## src/rtl/i2c_cond_gen.sv

```systemverilog
module i2c_cond_gen #(
  parameter int HOLD_W = 8
) (
  input  logic              clk,
  input  logic              rst_n,
  input  logic              wr_en,
  input  logic [7:0]        wr_data,
  output logic [7:0]        rd_data,
  input  logic [HOLD_W-1:0] hold_cnt,
  input  logic              sda_in,
  input  logic              scl_in,
  input  logic              ser_data,
  input  logic              ser_clk,
  output logic              sda_oe,
  output logic              scl_oe,
  output logic              done_flag
);

  localparam logic [1:0] SEL_SER = 2'b00;
  localparam logic [1:0] SEL_GEN = 2'b01;
  localparam logic [1:0] SEL_LOW = 2'b10;

  logic [2:0]        req;
  logic              flag;
  logic [1:0]        sda_sel, scl_sel;
  logic [1:0]        step;
  logic [HOLD_W-1:0] cnt;
  logic              g_sda_low, g_scl_low;

  logic [2:0] w_req;
  logic       busy, one_req, legal, accept, cancel, last_step, hold_done;

  function automatic logic [1:0] step_lvl(input logic [2:0] r, input logic [1:0] s);
    logic [1:0] v;
    v = 2'b00;
    if (r[0]) v = (s == 2'd0) ? 2'b10 : 2'b11;
    else if (r[1]) begin
      case (s)
        2'd0:    v = 2'b01;
        2'd1:    v = 2'b00;
        2'd2:    v = 2'b10;
        default: v = 2'b11;
      endcase
    end else if (r[2]) begin
      case (s)
        2'd0:    v = 2'b11;
        2'd1:    v = 2'b10;
        default: v = 2'b00;
      endcase
    end
    return v;
  endfunction

  function automatic logic line_oe(input logic [1:0] sel, input logic ser, input logic gen);
    case (sel)
      SEL_SER: return ~ser;
      SEL_GEN: return gen;
      SEL_LOW: return 1'b1;
      default: return 1'b0;
    endcase
  endfunction

  assign w_req     = wr_data[2:0];
  assign busy      = |req;
  assign one_req   = (w_req == 3'b001) || (w_req == 3'b010) || (w_req == 3'b100);
  assign legal     = w_req[0] ? (sda_in && scl_in) : !scl_in;
  assign accept    = wr_en && !busy && !flag && one_req && legal &&
                     (wr_data[5:4] == SEL_GEN) && (wr_data[7:6] == SEL_GEN);
  assign cancel    = wr_en && busy && ((req & ~w_req) != 3'b000);
  assign hold_done = (cnt == '0);
  assign last_step = (req[0] && step == 2'd1) || (req[1] && step == 2'd3) ||
                     (req[2] && step == 2'd2);

  always_ff @(posedge clk or negedge rst_n) begin
    if (!rst_n) begin
      req       <= '0;
      flag      <= 1'b0;
      sda_sel   <= SEL_SER;
      scl_sel   <= SEL_SER;
      step      <= '0;
      cnt       <= '0;
      g_sda_low <= 1'b0;
      g_scl_low <= 1'b0;
    end else begin
      if (wr_en) begin
        sda_sel <= wr_data[5:4];
        scl_sel <= wr_data[7:6];
        if (!wr_data[3]) flag <= 1'b0;
      end
      if (accept) begin
        req                    <= w_req;
        step                   <= 2'd0;
        cnt                    <= hold_cnt;
        {g_sda_low, g_scl_low} <= step_lvl(w_req, 2'd0);
      end else if (cancel) begin
        req <= '0;
      end else if (busy && hold_done) begin
        if (last_step) begin
          req  <= '0;
          flag <= 1'b1;
        end else begin
          step                   <= step + 2'd1;
          cnt                    <= hold_cnt;
          {g_sda_low, g_scl_low} <= step_lvl(req, step + 2'd1);
        end
      end else if (busy) begin
        cnt <= cnt - 1'b1;
      end
    end
  end

  assign sda_oe    = line_oe(sda_sel, ser_data, g_sda_low);
  assign scl_oe    = line_oe(scl_sel, ser_clk, g_scl_low);
  assign done_flag = flag;
  assign rd_data   = {scl_sel, sda_sel, flag, req};

  AST_REQ_ONEHOT: assert property (@(posedge clk) disable iff (!rst_n)
    $onehot0(req));
  AST_NEW_REQ_FLAG_CLEAR: assert property (@(posedge clk) disable iff (!rst_n)
    $rose(busy) |-> !$past(flag));
  AST_START_LEGAL: assert property (@(posedge clk) disable iff (!rst_n)
    $rose(req[0]) |-> $past(sda_in && scl_in));
  AST_RESTART_LEGAL: assert property (@(posedge clk) disable iff (!rst_n)
    $rose(req[1]) |-> $past(!scl_in));
  AST_STOP_LEGAL: assert property (@(posedge clk) disable iff (!rst_n)
    $rose(req[2]) |-> $past(!scl_in));
  AST_FLAG_ON_RETIRE: assert property (@(posedge clk) disable iff (!rst_n)
    $rose(flag) |-> ($past(req) != 3'b000 && req == 3'b000));
  AST_FLAG_STICKY: assert property (@(posedge clk) disable iff (!rst_n)
    (flag && !(wr_en && !wr_data[3])) |=> flag);
  AST_CANCEL: assert property (@(posedge clk) disable iff (!rst_n)
    (busy && wr_en && (req & ~wr_data[2:0]) != 3'b000) |=> (req == 3'b000 && !flag));

endmodule

```

## config.mk

```make
export PLATFORM = sky130hd
export DESIGN_NAME = i2c_cond_gen
export DESIGN_NICKNAME = d
export VERILOG_FILES = /design/src/rtl/i2c_cond_gen.sv
export SDC_FILE = /design/constraint.sdc
export NUM_CORES = 1
export LEC_CHECK = 0
export ABC_CLOCK_PERIOD_IN_PS = 4200
export BUFFER_PORTS_ARGS = -buffer_cell sky130_fd_sc_hd__buf_2
export CAP_MARGIN = 20
export CORE_MARGIN = 10
export CORE_UTILIZATION = 57
export CTS_CLUSTER_SIZE = 10
export DETAILED_ROUTE_END_ITERATION = 16
export GPL_TIMING_DRIVEN = 0
export PLACE_DENSITY = 0.86
export SETUP_SLACK_MARGIN = 0.3
export SLEW_MARGIN = 30
export SYNTH_ARGS = -nofsm -noshare
export SYNTH_HDL_FRONTEND = slang
export SYNTH_SLANG_ARGS = --single-unit
```

## constraint.sdc

```tcl
create_clock -name clk -period 4.2 [get_ports clk]
set_clock_uncertainty 0.1 [all_clocks]
set_input_delay 0.63 -clock clk [delete_from_list [all_inputs] [get_ports clk]]
set_output_delay 0.63 -clock clk [all_outputs]
set_load 0.01 [all_outputs]
```

Word level (Yosys, flattened, before mapping)
Cells that the tools add are included. W data, S select, Z words.

Bits in registers: 20. Output and inout port bits: 11. Logic and storage cells: 103.

Add/sub/neg operators: 2. Equal/unequal tests: 17. Multiplexer cells: 39. Bitwise operators: 4. Reduce and logical (&&, ||, !) cells: 33.

Operator list (count): $mux W8 (5); $mux W2 (10); $mux W1 (16); $logic_and A1 B1 Y1 (13); $eq A2 B1 Y1 const B (6); $mux W3 (4); $reduce_bool A3 Y1 (4); $eq A2 B2 Y1 const B (5); $logic_not A8 Y1 (1); $sub A8 B1 Y8 const B (1); $logic_not A2 Y1 (3); $pmux W1 S3 (2); $pmux W2 S3 (1); $reduce_and A3 Y1 (2); $logic_or A1 B1 Y1 (4); $ne A2 B2 Y1 const B (2); $pmux W2 S2 (1); $and A3 B3 Y3 (1); $eq A3 B1 Y1 const B (1); $eq A3 B2 Y1 const B (1); $eq A3 B3 Y1 const B (1); $logic_not A1 Y1 (3); $ne A3 B3 Y1 const B (1); $not A3 Y3 (1); 5 further kinds (6).

Logic depth before layout (Yosys ltp)
Gate-level depths: netlist (run 1).

Depth after elaboration: 10. Mapped depth: 8. Mapped depth without buffers: 7.

Worst setup path after synthesis (run 1)
No wires, ideal clock.

Kind: register -> register. Start: register cnt[0]. End: register cnt[3]. Setup time: 65 ps. Arrival: 2102 ps. Path slack: 1933 ps. Cell stages (with the launch flop): 9. Path buffers: 1. Period minus slack after synthesis: 2267 ps. Path through: dfrtp_1 inv_1 ha_1 or3b_2 or3_1 and3_4 buf_6 a21oi_4 o221a_2.

Word-level cells in the longest chain between the ends: 5. Elaborated cells between the ends (all ways): 10. Classes of those cells: add/sub: 1; eq/ne: 1; mux: 4; reduce/logical: 4.

RTL lines: start, declared (RTL line 27) `logic [HOLD_W-1:0] cnt;`; start signal, assigned (RTL line 93) `cnt <= hold_cnt;`; start signal, assigned (RTL line 103) `cnt <= hold_cnt;`; start signal, assigned (RTL line 107) `cnt <= cnt - 1'b1;`; $sub A8 B1 Y8 or $logic_not A8 Y1 (tied branches) (RTL line 107, 70); $mux W8 or $logic_and A1 B1 Y1 (tied branches) (RTL line 106, 97); $mux W8 (RTL line 97) `end else if (busy && hold_done) begin`; $mux W8 (RTL line 95) `end else if (cancel) begin`; $mux W8 (RTL line 90) `if (accept) begin`.

Several ways; a longest one is shown, not always the timed one. The select of a mux whose other input is x is not followed. A chain may end at the register's enable or synchronous reset.

Worst setup path in the final report (run 1)
Ends and elaborated chain as after synthesis.

==> impl_metrics.yaml, run 1 <==
outcome:
  status: "finished clean"
floorplan:
  core_um2: 2250
  die_x_um: 69.3
  die_area_um2: 4800
  rows: 17
  num_io_pins: 34
  die_h_um: 69.3
  start_util_pct: 61.3
clock_network:
  cts_tree: "yes"
  root_buffer: "clkbuf_4"
  h-tree-depth: 1
  hold_buffers: 0
  clk_latency_ns: 0.31
  cts_buffers: 3
  clkTransAtPathRegs_ns: 0.11
  post_cts_buffers: 0
  clkSinkCount: 20
  cts_buffer_depth: 2
  cts_resized: 0
logic_synthesis:
  synthAdderAreaFrac_pct: 6.33
  synth_cells: 148
  yosysWarnings: 0
  yosys_register_bits: 20
  yosysUniqueCellTypes: 45
  synth_compound_area_share_pct: 23.4
  synth_edf_count: 0
  ys.flop_type: "dfrtp_1"
  synthXorXnorAreaFrac_pct: 0.633
  syn-num-nets: 178
  ys_seq_area_share_pct: 36.2
  synthesis.area_um2: 1380
  yosys-mux-area-fraction_pct: 4.71
  synth_area_per_cell_um2: 9.34
  synth-simple-area-share_pct: 20.6
  async_reset_ff_share_pct: 100
  synth_top_family_by_area: "compound AO/OA/AOI/OAI gates"
timing:
  hold_violations: 0
  finalSetupViolations: 0
  fin_crit_sh_pct: 59.7
  max_freq_mhz: 399
  timing.final.max_slew_violations: 0
  min_period_ns: 2.51
  rsz0062_at_grt: "no"
  max_slew_margin_pct: 45.8
  worst_slew_pin_slew_ns: 0.808
  fin_tns_setup_ns: 0
detailed_routing:
  viasPerCell: 6.27
  routed_wl_mm: 3.60
  drt_iter0_drc: 85
  ant_nets: 0
  drc: 0
  drt-pass1-iter-count: 6
  drt-wirelength-per-cell_um: 17.1
  vias: 1323
global_route:
  grtUsageTotal_pct: 14.9
  grt_max_degree: 21
  grt-ovfl-total: 0
  grt_pass1_vias: 1358
  antenna_found_initial: 0
  grt_pass1_wl_mm: 6.17
finish:
  num-nets-final: 215
  drive_gt1_share_pct: 31.1
  final_cell_mix: "33 x buf_2, 20 x dfrtp_1, 13 x inv_1"
  fillers: 204
  layout_commonest_cell: "buf_2"
  final_util_pct: 71.0
  n_antenna_cell: 0
  synthToLayoutAreaGrowth_pct: 15.7
pwr:
  p_total_w: 0.000705
  p_leak_nw: 0.747
  p_per_area_nw_per_um2: 440
  ir_drop_uv: 271
critical_path:
  cp_data_arrival_time_ns: 2.61
  r2r_cells: 6
  cp_max_fo: 10
  timing.rr.end: "cnt[3]"
  start_kind: "flop"
  r2r-start: "cnt[0]"
  worstPathCellList: "inv_1 > ha_1 > or3b_2 > nor3_2 > a21oi_4 > o221a_2"
  crit_required_ns: 4.30
  r2r_slack_ns: 1.69
  setup.worst_path.end_class: "flop"
  worst-setup-path-type: "reg -> reg"
  slowest_stage: "nor3_2"
  slowest_delay_ns: 0.63
placed_design:
  hpwl_mm: 2.78
  gp_congestion: 0.930
  portBuffers: 32
hold_path:
  hold_path.class: "in -> async"
run:
  maxCapViolCount: 0
==> cell families after synthesis <==
logic type,count (synthesis)
simple gates,49
compound gates,45
buf+inv,20
flops,20
fa+ha+maj,7
mux,6
xor+xnor,1
==> cell type report <==
class,count,area (um2),area share (%)
buffer,7,62.6,3.91
clock buffer,3,22.5,1.41
inverter,13,48.8,3.05
multi-input combinational,108,771,48.2
sequential,20,500,31.3
tap,28,35.0,2.19
timing repair buffer,32,160,10.0
==> report_power, final <==
part           internal (W)  switching [W]  total (W)
registers          0.000245      0.0000535   0.000299
logic              0.000148       0.000164   0.000312
clock network     0.0000336      0.0000603  0.0000938
total              0.000427       0.000278   0.000705
==> how the worst max path moves through the flow <==
stage | from | depth (start not counted) | endpoint
after detailed placement | wr_data[5] | 6 | cnt[0]
after global placement | wr_data[5] | 6 | cnt[2]
after global routing | req[1] | 6 | cnt[0]
final | cnt[0] | 6 | cnt[3]
after CTS | cnt[0] | 8 | cnt[3]
after floorplan | cnt[0] | 8 | cnt[3]
==> metrics by stage <==
step / hold slack (ns) / instances / instance area, um2 / setup slack, ns
2_1_floorplan: 0.234 / 148 / 1380 / 1.93
3_3_place_gp: 0.431 / 208 / 1580 / 1.72
3_5_place_dp: 0.434 / 208 / 1580 / 1.72
4_1_cts: 0.167 / 211 / 1600 / 1.72
5_1_grt: 0.179 / 211 / 1600 / 1.49
6_report: 0.143 / 211 / 1600 / 1.69
==> layer usage <==
metal  GRT usage [%]  vias up  part of all wire (%)
met5               0        -                     0
met4            6.87        0                   1.5
met3            4.14        7                   8.1
met2            24.3       68                    48
met1            17.5      629                    42
li1                -      619                     -
==> flip-flops by register name (all words and copies together) (netlist names) <==
signal / count
sda_sel: 2
cnt: 8
req: 3
done_flag: 1
step: 2
g_sda_low: 1
scl_sel: 2
g_scl_low: 1
==> Yosys cell counts, drive strengths merged, types with 4 or more instances <==
cell	number	area, um2
buf	6	57.6
nor3	4	25.0
mux2	4	45.0
nand2	9	33.8
o211ai	6	45.0
dfrtp	20	500
nand3	6	30.0
inv	13	48.8
o21ai	10	50.1
o22ai	4	25.0
a21oi	6	41.3
ha	7	87.6
nor2	9	33.8
a211oi	4	30.0
==> critical path: cells and delay by family (launching register included) <==
kind	cells	cell delay (ns)
and+or+nand+nor	2	1.11
AOI/OAI and AO/OA	2	0.49
buffers and inverters	1	0.12
adders and majority gates	1	0.19
DFF	1	0.39
Note: power is estimated with default switching activity, not from simulation.
==> run 2, diff against run 1 <==
--- a/config.mk
+++ b/config.mk
@@ -5,15 +5,15 @@
 export SDC_FILE = /design/constraint.sdc
 export NUM_CORES = 1
 export LEC_CHECK = 0
-export ABC_CLOCK_PERIOD_IN_PS = 4200
+export ABC_CLOCK_PERIOD_IN_PS = 2300
 export BUFFER_PORTS_ARGS = -buffer_cell sky130_fd_sc_hd__buf_2
 export CAP_MARGIN = 20
 export CORE_MARGIN = 10
-export CORE_UTILIZATION = 57
+export CORE_UTILIZATION = 48
 export CTS_CLUSTER_SIZE = 10
 export DETAILED_ROUTE_END_ITERATION = 16
 export GPL_TIMING_DRIVEN = 0
-export PLACE_DENSITY = 0.86
+export PLACE_DENSITY = 0.78
 export SETUP_SLACK_MARGIN = 0.3
 export SLEW_MARGIN = 30
 export SYNTH_ARGS = -nofsm -noshare
==> constraint.sdc (replaced) <==
create_clock -name clk -period 2.3 [get_ports clk]
set_clock_uncertainty 0.1 [all_clocks]
set_input_delay 0.345 -clock clk [delete_from_list [all_inputs] [get_ports clk]]
set_output_delay 0.345 -clock clk [all_outputs]
set_load 0.01 [all_outputs]
==> run 2 against run 1 <==
Compared with the run above: non-clock buffer count is 27 higher; the flow now finishes with violations (negative setup slack); combinational power rose to 3.0 times the previous value; largest cell class unchanged; hold slack about the same; critical path depth unchanged; clock power is 130% higher; via count up 7.0%; design area increased by 22%; setup slack got worse by 1.7 ns.
==> impl_metrics.yaml, run 2 (synthesis results as in run 1) <==
critical_path:
  timing.rr.end: "cnt[3]"
  crit_family: "simple AND/OR/NAND/NOR gates"
  slowest_stage: "or4_4"
  start_kind: "flop"
  worst-setup-path-type: "reg -> reg"
  r2r-start: "cnt[6]"
  crit_required_ns: 2.47
  r2r_cells: 6
  cp_data_arrival_time_ns: 2.49
  worstPathCellList: "or4_4 > or3_4 > and3_4 > buf_8 > a21oi_4 > o221a_2"
  slowest_delay_ns: 0.56
  setup.worst_path.end_class: "flop"
  cp_max_fo: 7
  cp.buffers_inverters: 1
  r2r_slack_ns: -0.01
detailed_routing:
  wl_met3_um: 350
  m1WireLength_mm: 1.70
  top_layer: "met4"
  viasPerCell: 5.85
  ant_nets: 0
  drt_iter0_drc: 124
  drt-wirelength-per-cell_um: 17.7
  wl_met2_mm: 2.14
  drc: 0
  drt-pass1-iter-count: 5
  vias: 1416
  routed_wl_mm: 4.27
run:
  maxCapViolCount: 0
clock_network:
  clkTransAtPathRegs_ns: 0.12
  h-tree-depth: 1
  root_buffer: "clkbuf_4"
  clkSinkCount: 20
  cts_tree: "yes"
  clk_latency_ns: 0.32
  cts_buffers: 3
  cts_buffer_depth: 2
placed_design:
  hpwl_mm: 2.69
  portBuffers: 32
  gp_congestion: 0.828
finish:
  multi_input_area_um2: 876
  n_antenna_cell: 0
  regArea_um2: 502
  largest_reg_flops: 8
  regMostFlops: "cnt"
  layout_commonest_cell: "buf_2"
  reg.largest.list: "cnt x8, req x3"
  num-nets-final: 242
  final_cell_mix: "32 x buf_2, 26 x buf_4, 19 x dfrtp_1"
  synthToLayoutAreaGrowth_pct: 41.2
  drive_gt1_share_pct: 48.8
  fillers: 205
pwr:
  p_per_area_nw_per_um2: 874
  ir_drop_uv: 857
  p_total_w: 0.00171
  p_leak_nw: 0.915
global_route:
  antenna_found_initial: 0
  grt_pass1_wl_mm: 6.53
  grt_max_degree: 21
  grtUsageTotal_pct: 15.1
  grt_pass1_vias: 1457
  grt-ovfl-total: 0
timing:
  fin_crit_sh_pct: 101
  finalSetupViolations: 4
  setup_ws_ns: -0.0150
  fin_tns_setup_ns: -0.0430
  min_period_ns: 2.31
  timing.final.max_slew_violations: 0
  worst_slew_pin_slew_ns: 0.498
  max_slew_margin_pct: 66.6
  max_freq_mhz: 432
  hold_violations: 0
  rsz0062_at_grt: "yes"
floorplan:
  num_io_pins: 34
  start_util_pct: 50.1
  die_h_um: 73.7
  rows: 19
  die_area_um2: 5430
  die_x_um: 73.7
  core_um2: 2760
outcome:
  status: "finished, violations left"
  violations: "negative setup slack"
hold_path:
  hold_path.class: "in -> reg"
  hold_end: "done_flag"
  holdCritStartpoint: "wr_en"
  worstHoldPathCells: 2
[run 2: changes by cell type in the layout (fill, tap and decap cells not counted), sizes merged]
cell / previous run / this run
buf: 38 / 64
clkbuf: 4 / 5
dlygate4sd3: 0 / 1
[run 2: how the worst max path moves through the flow]
| stage | start | to | slack [ns] | cells past startpoint |
|---|---|---|---|---|
| CTS | cnt[5] | cnt[3] | 0.05 | 6 |
| floorplan | cnt[0] | cnt[3] | 0.13 | 8 |
| finish | cnt[6] | cnt[3] | -0.01 | 6 |
| detailed placement | step[0] | cnt[3] | -0.03 | 8 |
| global placement | cnt[0] | cnt[2] | 0.008 | 8 |
| global route | cnt[0] | cnt[3] | -0.06 | 8 |
[run 2: stage by stage]
stage          setup WS [ns]  cells  cell area [um2]  utilization, %  hold slack [ns]
5_1_grt              -0.0563    242             1950            70.8            0.148
2_1_floorplan          0.133    148             1400               -          -0.0506
3_5_place_dp         -0.0325    211             1600            57.8            0.223
4_1_cts               0.0480    235             1860            67.5            0.151
6_report             -0.0150    242             1950            70.8            0.143
3_3_place_gp         0.00804    211             1600            57.8            0.217
[run 2: worst register-to-register path, cell delays in order (launching register included)]
cell and delay, ns:
dfrtp_1 0.42, or4_4 0.56, or3_4 0.40, and3_4 0.19, buf_8 0.13, a21oi_4 0.24
o221a_2 0.23
[run 2: final cells by class]
| type | count | area share [%] |
|---|---|---|
| Multi-Input combinational cell | 108 | 44.9 |
| Timing Repair Buffer | 59 | 19.4 |
| Sequential cell | 20 | 25.7 |
| Inverter | 13 | 2.50 |
| Tap cell | 31 | 1.99 |
| Clock buffer | 4 | 1.86 |
| Buffer | 7 | 3.72 |
[run 2: timing repair]
item	CTS	global route
hold endpoints to repair	20	0
gates cloned	0	0
pin swaps	11	9
buffers inserted	19	7
gates resized for setup	18	12
hold buffers	1	0
endpoints found under the setup margin	16	16
[run 2: power by group]
part / switching, W / leakage, nW / internal (W) / total [W]
clock: 0.000117 / 0.0210 / 0.0000970 / 0.000214
sequential: 0.0000943 / 0.250 / 0.000448 / 0.000542
combinational: 0.000450 / 0.643 / 0.000500 / 0.000950
[run 2: layer usage]
metal | vias to the layer above | global-route usage [%]
met4 | 0 | 8.49
met2 | 57 | 25.2
li1 | 679 | -
met3 | 9 | 4.44
met5 | - | 0
met1 | 671 | 16.7
==> run 3, diff against run 2 <==
--- a/config.mk
+++ b/config.mk
@@ -13,7 +13,7 @@
 export CTS_CLUSTER_SIZE = 10
 export DETAILED_ROUTE_END_ITERATION = 16
 export GPL_TIMING_DRIVEN = 0
-export PLACE_DENSITY = 0.78
+export PLACE_DENSITY = 0.83
 export SETUP_SLACK_MARGIN = 0.3
 export SLEW_MARGIN = 30
 export SYNTH_ARGS = -nofsm -noshare
==> run 3 against run 2 <==
Compared with the run above: the run still ends with negative setup slack left; fmax hardly changed; die area is the same; power decreased by 3.3%; register-to-register slack hardly changed; non-clock buffer count is 1 lower; combinational power fell by 2%; sequential power hardly changed; setup slack is essentially flat; clock power shrank 19%.
==> impl_metrics.yaml, run 3 (synthesis results as in run 1) <==
outcome:
  status: "finished, violations left"
  violations: "negative setup slack"
finish:
  fillers: 182
  layout_commonest_cell: "buf_2"
  num-nets-final: 241
  n_antenna_cell: 0
  largest_reg_flops: 8
  final_cell_mix: "32 x buf_2, 19 x buf_4, 18 x dfrtp_1"
  regMostFlops: "cnt"
  reg.largest.list: "cnt x8, req x3"
  synthToLayoutAreaGrowth_pct: 43.1
  drive_gt1_share_pct: 50.2
global_route:
  grtUsageTotal_pct: 15.4
  grt_pass1_wl_mm: 6.78
  antenna_found_initial: 0
  grt_pass1_vias: 1457
  grt_max_degree: 21
  grt-ovfl-total: 0
clock_network:
  cts_tree: "yes"
  cts_buffer_depth: 2
  h-tree-depth: 1
  clkTransAtPathRegs_ns: 0.11
  root_buffer: "clkbuf_4"
  clkSinkCount: 20
  clk_latency_ns: 0.30
  cts_buffers: 3
critical_path:
  worst-setup-path-type: "reg -> reg"
  r2r-start: "cnt[6]"
  setup.worst_path.end_class: "flop"
  worstPathCellList: "or4_4 > or3_4 > and3_4 > buf_6 > a21oi_4 > o221a_2"
  cp_num_cells: 6
  crit_family: "simple AND/OR/NAND/NOR gates"
  timing.rr.end: "cnt[4]"
  cp_max_fo: 7
  slowest_stage: "or4_4"
  cp_data_arrival_time_ns: 2.47
  r2r_slack_ns: -0.02
  startpoint: "cnt[6]"
  crit_required_ns: 2.45
  r2r_cells: 6
  cp.buffers_inverters: 1
  slowest_delay_ns: 0.56
  start_kind: "flop"
timing:
  min_period_ns: 2.32
  hold_violations: 0
  rsz0062_at_grt: "yes"
  worst_slew_pin_slew_ns: 0.563
  finalSetupViolations: 4
  timing.final.max_slew_violations: 0
  setup_ws_ns: -0.0150
  max_freq_mhz: 432
  max_slew_margin_pct: 62.1
  fin_tns_setup_ns: -0.0450
  fin_crit_sh_pct: 101
floorplan:
  start_util_pct: 50.1
  num_io_pins: 34
  rows: 19
  die_area_um2: 5430
  core_um2: 2760
  die_h_um: 73.7
  die_x_um: 73.7
run:
  maxCapViolCount: 0
pwr:
  p_total_w: 0.00165
  p_per_area_nw_per_um2: 834
  ir_drop_uv: 703
  p_leak_nw: 0.910
detailed_routing:
  routed_wl_mm: 4.44
  drc: 0
  drt-pass1-iter-count: 5
  viasPerCell: 6.03
  drt_iter0_drc: 70
  drt-wirelength-per-cell_um: 18.5
  vias: 1446
  ant_nets: 0
placed_design:
  portBuffers: 32
  gp_congestion: 0.920
  hpwl_mm: 2.66
hold_path:
  hold_path.class: "in -> reg"
  holdCritStartpoint: "wr_en"
  hold_end: "done_flag"
  worstHoldPathCells: 2
run 3: cell types whose count changed in the layout (fill, tap and decap cells not counted), sizes merged:
| cell | before | now |
|---|---|---|
| clkbuf | 5 | 4 |
| buf | 64 | 63 |
run 3: cell type report:
class | instances | area (um2) | share of cell area (%)
repair buffers | 58 | 402 | 20.3
plain buffers | 7 | 68.8 | 3.48
inverters | 13 | 51.3 | 2.59
flip-flops and latches | 20 | 503 | 25.4
well taps | 31 | 38.8 | 1.96
multi-input cells | 108 | 892 | 45.1
clock buffers | 3 | 22.5 | 1.14
run 3: how the worst max path moves through the flow:
stage / slack, ns / end
finish: -0.02 / cnt[4]
global route: -0.09 / cnt[0]
CTS: 0.009 / cnt[3]
detailed placement: -0.03 / cnt[1]
global placement: 0.001 / cnt[2]
floorplan: 0.13 / cnt[3]
run 3: worst register-to-register path, cell delays in order, from the launching register on:
cell	delay, ns
dfrtp_1	0.42
or4_4	0.56
or3_4	0.40
and3_4	0.19
buf_6	0.13
a21oi_4	0.24
o221a_2	0.23
run 3: layer usage:
layer / wire [um] / vias up / global-route usage (%)
met2: 2230 / 70 / 26.5
met4: 102 / 0 / 6.42
met1: 1690 / 695 / 17.0
met5: 0 / - / 0
met3: 415 / 11 / 4.58
li1: - / 670 / -
run 3: repair_timing:
action	CTS	global route
gates resized for setup	25	11
hold buffers	1	0
hold endpoints to repair	20	0
pin swaps	15	11
endpoints found under the setup margin	16	16
setup buffers	16	9
gates cloned	0	0
run 3: power breakdown:
group | leakage (nW) | switching, W | total (W) | internal, W
clock network | 0.0138 | 0.000112 | 0.000173 | 0.0000612
logic | 0.648 | 0.000455 | 0.000932 | 0.000477
registers | 0.249 | 0.0000963 | 0.000545 | 0.000448
run 3: per-stage QoR:
step | area (um2) | worst slack, ns | hold slack, ns | utilization, % | cells
finish | 1980 | -0.0150 | 0.145 | 71.7 | 240
global placement | 1600 | 0.00120 | 0.215 | 57.8 | 211
global route | 1980 | -0.0882 | 0.134 | 71.7 | 240
detailed placement | 1600 | -0.0334 | 0.219 | 57.8 | 211
CTS | 1850 | 0.00920 | 0.146 | 66.9 | 231
floorplan | 1400 | 0.133 | -0.0506 | - | 148
